==> src/rtl/flt_pkg.sv <==
package flt_pkg;

  typedef enum logic {
    ST_WAIT   = 1'b0,
    ST_ACTIVE = 1'b1
  } txState_t;

  typedef struct packed {
    logic frameOn;
    logic lineOn;
    logic popWord;
  } txStrobe_t;

endpackage

==> src/rtl/flt_ctrl.sv <==
module flt_ctrl
  import flt_pkg::*;
#(
  parameter int COUNT_W = 12,
  parameter int THRESH  = 255,
  parameter int LINES   = 16,
  parameter int SAMPLES = 16,
  parameter int GAP     = 1
) (
  input  logic               clk,
  input  logic               rst,
  input  logic [COUNT_W-1:0] fifoCount,
  output txStrobe_t          strobe
);

  localparam int PERIOD = SAMPLES + GAP;
  localparam int IDX_W  = (PERIOD > 1) ? $clog2(PERIOD) : 1;
  localparam int LINE_W = (LINES > 1) ? $clog2(LINES) : 1;

  txState_t          stateQ;
  logic              frameQ;
  logic              lineQ;
  logic [IDX_W-1:0]  slotIdx;
  logic [LINE_W-1:0] lineIdx;

  logic ready;
  logic txHit;
  logic lastSlot;
  logic lastLine;
  logic lastSample;

  assign ready      = fifoCount > COUNT_W'(THRESH);
  assign txHit      = (stateQ == ST_WAIT) && ready;
  assign lastSlot   = slotIdx == IDX_W'(PERIOD - 1);
  assign lastLine   = lineIdx == LINE_W'(LINES - 1);
  assign lastSample = slotIdx == IDX_W'(SAMPLES - 1);

  always_ff @(posedge clk) begin
    if (rst) begin
      stateQ  <= ST_WAIT;
      frameQ  <= 1'b0;
      lineQ   <= 1'b0;
      slotIdx <= '0;
      lineIdx <= '0;
    end else begin
      unique case (stateQ)
        ST_WAIT: begin
          if (txHit) begin
            stateQ  <= ST_ACTIVE;
            frameQ  <= 1'b1;
            lineQ   <= 1'b1;
            slotIdx <= '0;
            lineIdx <= '0;
          end
        end
        ST_ACTIVE: begin
          if (lastSlot) begin
            slotIdx <= '0;
            if (lastLine) begin
              stateQ <= ST_WAIT;
              frameQ <= 1'b0;
              lineQ  <= 1'b0;
            end else begin
              lineIdx <= lineIdx + 1'b1;
              lineQ   <= 1'b1;
            end
          end else begin
            slotIdx <= slotIdx + 1'b1;
            lineQ   <= lineQ && !lastSample;
          end
        end
        default: stateQ <= ST_WAIT;
      endcase
    end
  end

  assign strobe.frameOn = frameQ;
  assign strobe.lineOn  = lineQ;
  assign strobe.popWord = lineQ;

endmodule

==> src/rtl/flt_datapath.sv <==
module flt_datapath
  import flt_pkg::*;
#(
  parameter int DATA_W = 16
) (
  input  logic              clk,
  input  logic              rst,
  input  txStrobe_t         strobe,
  input  logic [DATA_W-1:0] fifoData,
  output logic [DATA_W-1:0] txData
);

  logic capture;

  assign capture = strobe.frameOn && strobe.lineOn && strobe.popWord;

  always_ff @(negedge clk) begin
    if (rst) begin
      txData <= '0;
    end else if (capture) begin
      txData <= fifoData;
    end
  end

endmodule

==> src/rtl/frame_line_tx.sv <==
module frame_line_tx
  import flt_pkg::*;
#(
  parameter int COUNT_W = 12,
  parameter int DATA_W  = 16,
  parameter int THRESH  = 255,
  parameter int LINES   = 16,
  parameter int SAMPLES = 16,
  parameter int GAP     = 1
) (
  input  logic               clk,
  input  logic               rst,
  input  logic [COUNT_W-1:0] fifoCount,
  input  logic [DATA_W-1:0]  fifoData,
  output logic               txFrame,
  output logic               txLine,
  output logic [DATA_W-1:0]  txData,
  output logic               fifoRd
);

  txStrobe_t strobe;

  flt_ctrl #(
    .COUNT_W(COUNT_W),
    .THRESH (THRESH),
    .LINES  (LINES),
    .SAMPLES(SAMPLES),
    .GAP    (GAP)
  ) uCtrl (
    .clk      (clk),
    .rst      (rst),
    .fifoCount(fifoCount),
    .strobe   (strobe)
  );

  flt_datapath #(
    .DATA_W(DATA_W)
  ) uPath (
    .clk     (clk),
    .rst     (rst),
    .strobe  (strobe),
    .fifoData(fifoData),
    .txData  (txData)
  );

  assign txFrame = strobe.frameOn;
  assign txLine  = strobe.lineOn;
  assign fifoRd  = strobe.popWord;

endmodule

==> config.mk <==
export PLATFORM = sky130hd
export DESIGN_NAME = frame_line_tx
export DESIGN_NICKNAME = d
export VERILOG_FILES = /design/src/rtl/flt_pkg.sv /design/src/rtl/flt_ctrl.sv /design/src/rtl/flt_datapath.sv /design/src/rtl/frame_line_tx.sv
export SDC_FILE = /design/constraint.sdc
export NUM_CORES = 1
export LEC_CHECK = 0
export ABC_AREA = 1
export BUFFER_PORTS_ARGS = -buffer_cell sky130_fd_sc_hd__buf_2
export CORE_MARGIN = 10
export CORE_UTILIZATION = 50
export CTS_CLUSTER_SIZE = 25
export DETAILED_ROUTE_END_ITERATION = 10
export HOLD_SLACK_MARGIN = 0.06
export PLACE_DENSITY_LB_ADDON = 0.25
export SETUP_SLACK_MARGIN = 0.15
export SYNTH_ARGS = -nofsm -noshare
export SYNTH_HDL_FRONTEND = slang
export SYNTH_SLANG_ARGS = --single-unit
==> constraint.sdc <==
create_clock -name clk -period 2 [get_ports clk]
set_input_delay 0.1 -clock clk [delete_from_list [all_inputs] [get_ports clk]]
set_output_delay 0.1 -clock clk [all_outputs]
set_load 0.005 [all_outputs]
==> results.json <==
{
  "via_count": 1301,
  "critPathCaptureType": "primary output",
  "min_path_type": "in2reg",
  "routed_wl_mm": 3.550,
  "postRouteAntennaNets": 0,
  "regToRegSetupSlack_ns": 0.10,
  "worst_pin_slew_ns": 0.4806,
  "ys_top_cells_by_area": "dfxtp_1 48%, nor2_1 14%, o21ai_0 8.9%",
  "hpwlAfterDp_mm": 2.275,
  "ios": 49,
  "die_h_um": 68.58,
  "arrival_ns": 1.87,
  "status": "finished, final reports clean",
  "io_buffers": 40,
  "numCtsBuffers": 3,
  "fill_cells": 167,
  "rr_endpoint": "uPath.txData[3]",
  "slowest_delay_ns": 0.32,
  "syn_nets": 194,
  "antenna_found_initial": 0,
  "hold_viol": 0,
  "grtUsageMet2_pct": 24.42,
  "final_common_cell": "nor2_1",
  "cts_max_path_buffers": 2,
  "grt_pass1_wl_mm": 4.871,
  "maxCapViolCount": 0,
  "syn2layout_area_growth_pct": 44.43,
  "final_cell_mix": "36 x nor2_1, 33 x buf_2, 26 x inv_1, 19 x nand2_1",
  "ys_types": 24,
  "cts_tree": "built",
  "rr_startpoint": "uCtrl.lineQ",
  "nets": 258,
  "cp_cell_sequence": "buf_2",
  "power_density_mw_per_mm2": 703.2,
  "crit_required_ns": 1.90,
  "grt_max_degree": 18,
  "final_util_pct": 76.30,
  "ys_seq_elements": 28,
  "cp-endpoint": "txData[8]",
  "timing.hold.ws_ns": 0.1408,
  "die_area_mm2": 0.004703,
  "fin_ws_ns": 0.02575,
  "skew_ns": 0.09762,
  "initialDrtViolationCount": 50,
  "dp_slack_ns": 0.01219,
  "grt_use_total_pct": 13.13,
  "initial_core_util_pct": 52.83,
  "worstPathMaxFanout": 2,
  "finalPower_w": 0.001198,
  "synth.cell_area_mm2": 0.001180,
  "h-tree-depth": 1,
  "leakage_nw": 0.8205,
  "grt_overflow": 0,
  "drive_above_1_share_pct": 39.46,
  "cts_root_buf": "clkbuf_4",
  "rsz0062_at_grt": "true",
  "antennaDiodeCount": 0,
  "synth.top_cell.area_share_pct": 47.51,
  "syn_avg_cell_area_um2": 7.374,
  "setup_violations": 0,
  "seq_area_frac_synth_pct": 47.51,
  "syn_inst": 160,
  "cp-start-kind": "flip-flop",
  "startpoint": "uPath.txData[8]",
  "relSlewSlack_pct": 67.92,
  "core_area_mm2": 0.002233,
  "crit_path_top_delay_cell": "dfxtp_2",
  "insertion_delay_ns": 0.43,
  "drc": 0,
  "via_per_inst": 5.183,
  "drtPass1Iterations": 4,
  "grt_pass1_vias": 1202,
  "met1_usage_pct": 13.45,
  "vdd_ir_drop_max_uv": 466.5,
  "synth.largest_area_cell": "dfxtp_1",
  "cts.sinks": 28,
  "cp.depth": 1,
  "row_count": 17,
  "grt.met3_usage_pct": 3.543,
  "wl_per_cell_um": 14.14,
  "cpLargestDelayFamily": "flip-flops",
  "die_w_um": 68.58,
  "critPathBufInv": 1,
  "clk_pin_slew_ns": 0.15,
  "gp_congestion": 0.8539,
  "reg2regPathDepth": 3,
  "fin_setup_tns_ns": 0,
  "yosys_warnings": 0,
  "final_max_slew_viol_count": 0,
  "top_usage_layer": "met2",
  "path_class": "reg2out"
}
==> layout make-up <==
| cell class | count | area [µm²] | area share (%) |
|---|---|---|---|
| clock buffer | 3 | 22.52 | 1.322 |
| clock inverter | 17 | 68.82 | 4.038 |
| inverter | 12 | 57.56 | 3.377 |
| multi-input combinational | 116 | 631.9 | 37.08 |
| sequential | 28 | 588.1 | 34.51 |
| tap | 28 | 35.03 | 2.056 |
| timing repair buffer | 46 | 291.5 | 17.11 |
| timing repair inverter | 1 | 8.758 | 0.5140 |
==> report_power, final <==
group / leakage [nW] / total, W / internal [W] / switching, W
Combinational: 0.480 / 0.000181 / 0.0000885 / 0.0000923
Sequential: 0.237 / 0.000628 / 0.000594 / 0.0000344
Clock: 0.103 / 0.000390 / 0.000121 / 0.000269
Total: 0.821 / 0.00120 / 0.000803 / 0.000395
==> metrics by stage <==
stage | instance area, µm² | instances
floorplan | 1209 | 160
global placement | 1419 | 225
detailed placement | 1419 | 225
CTS | 1573 | 246
global route | 1704 | 251
finish | 1704 | 251
==> timing repair <==
item,in CTS,in global routing
buffers inserted,1,2
hold endpoints to repair,6,0
endpoints found under the setup margin,32,26
pin swaps,0,7
gates cloned,0,3
hold buffers,1,0
gates resized for setup,22,26
==> logic make-up after synthesis <==
logic type | Yosys count | share of synthesized area (%)
AND/OR/NAND/NOR | 76 | 26.93
AO/OA/AOI/OAI | 33 | 14.42
flip-flops | 28 | 47.51
buffers and inverters | 18 | 6.150
adder cells (fa/ha/maj) | 4 | 4.242
XOR/XNOR | 1 | 0.7424
==> layer usage <==
metal	wire length (µm)	up-vias	share of wire [%]
met1	1343	588	38
met4	75	0	2.1
met5	0	-	0
met2	1800	59	51
li1	-	643	-
met3	331	11	9.3
==> cell usage after synthesis <==
cell / number
o21ai_1: 1
a21oi_2: 1
nand2_2: 1
inv_2: 1
nand3_2: 1
nor2_4: 1
a21oi_1: 9
nand4_1: 2
xor2_1: 1
ha_1: 4
nor3b_1: 1
inv_1: 12
nand3_1: 3
nor2_1: 45
buf_2: 1
o21ai_0: 21
dfxtp_1: 28
nand2_1: 20
nor2_2: 1
buf_4: 1
o22ai_1: 1
buf_1: 1
nor3_1: 1
clkbuf_1: 2
==> worst min path at each step <==
stage / slack, ns / end / startpoint / depth (start not counted)
floorplan: 0.16 / uCtrl.lineQ / rst / 1
global placement: 0.41 / uCtrl.lineQ / rst / 3
detailed placement: 0.41 / uCtrl.lineQ / rst / 3
CTS: 0.13 / uCtrl.slotIdx[4] / fifoCount[11] / 6
global route: 0.19 / uCtrl.slotIdx[4] / fifoCount[11] / 6
finish: 0.14 / uCtrl.slotIdx[4] / fifoCount[11] / 6
==> registers in the layout, summed over array words and instances, names as in the netlist <==
register / count
uCtrl.frameQ: 1
uCtrl.lineIdx: 4
uCtrl.lineQ: 1
uCtrl.slotIdx: 5
uCtrl.stateQ: 1
uPath.txData: 16
Note: power is estimated with default switching activity, not from simulation.
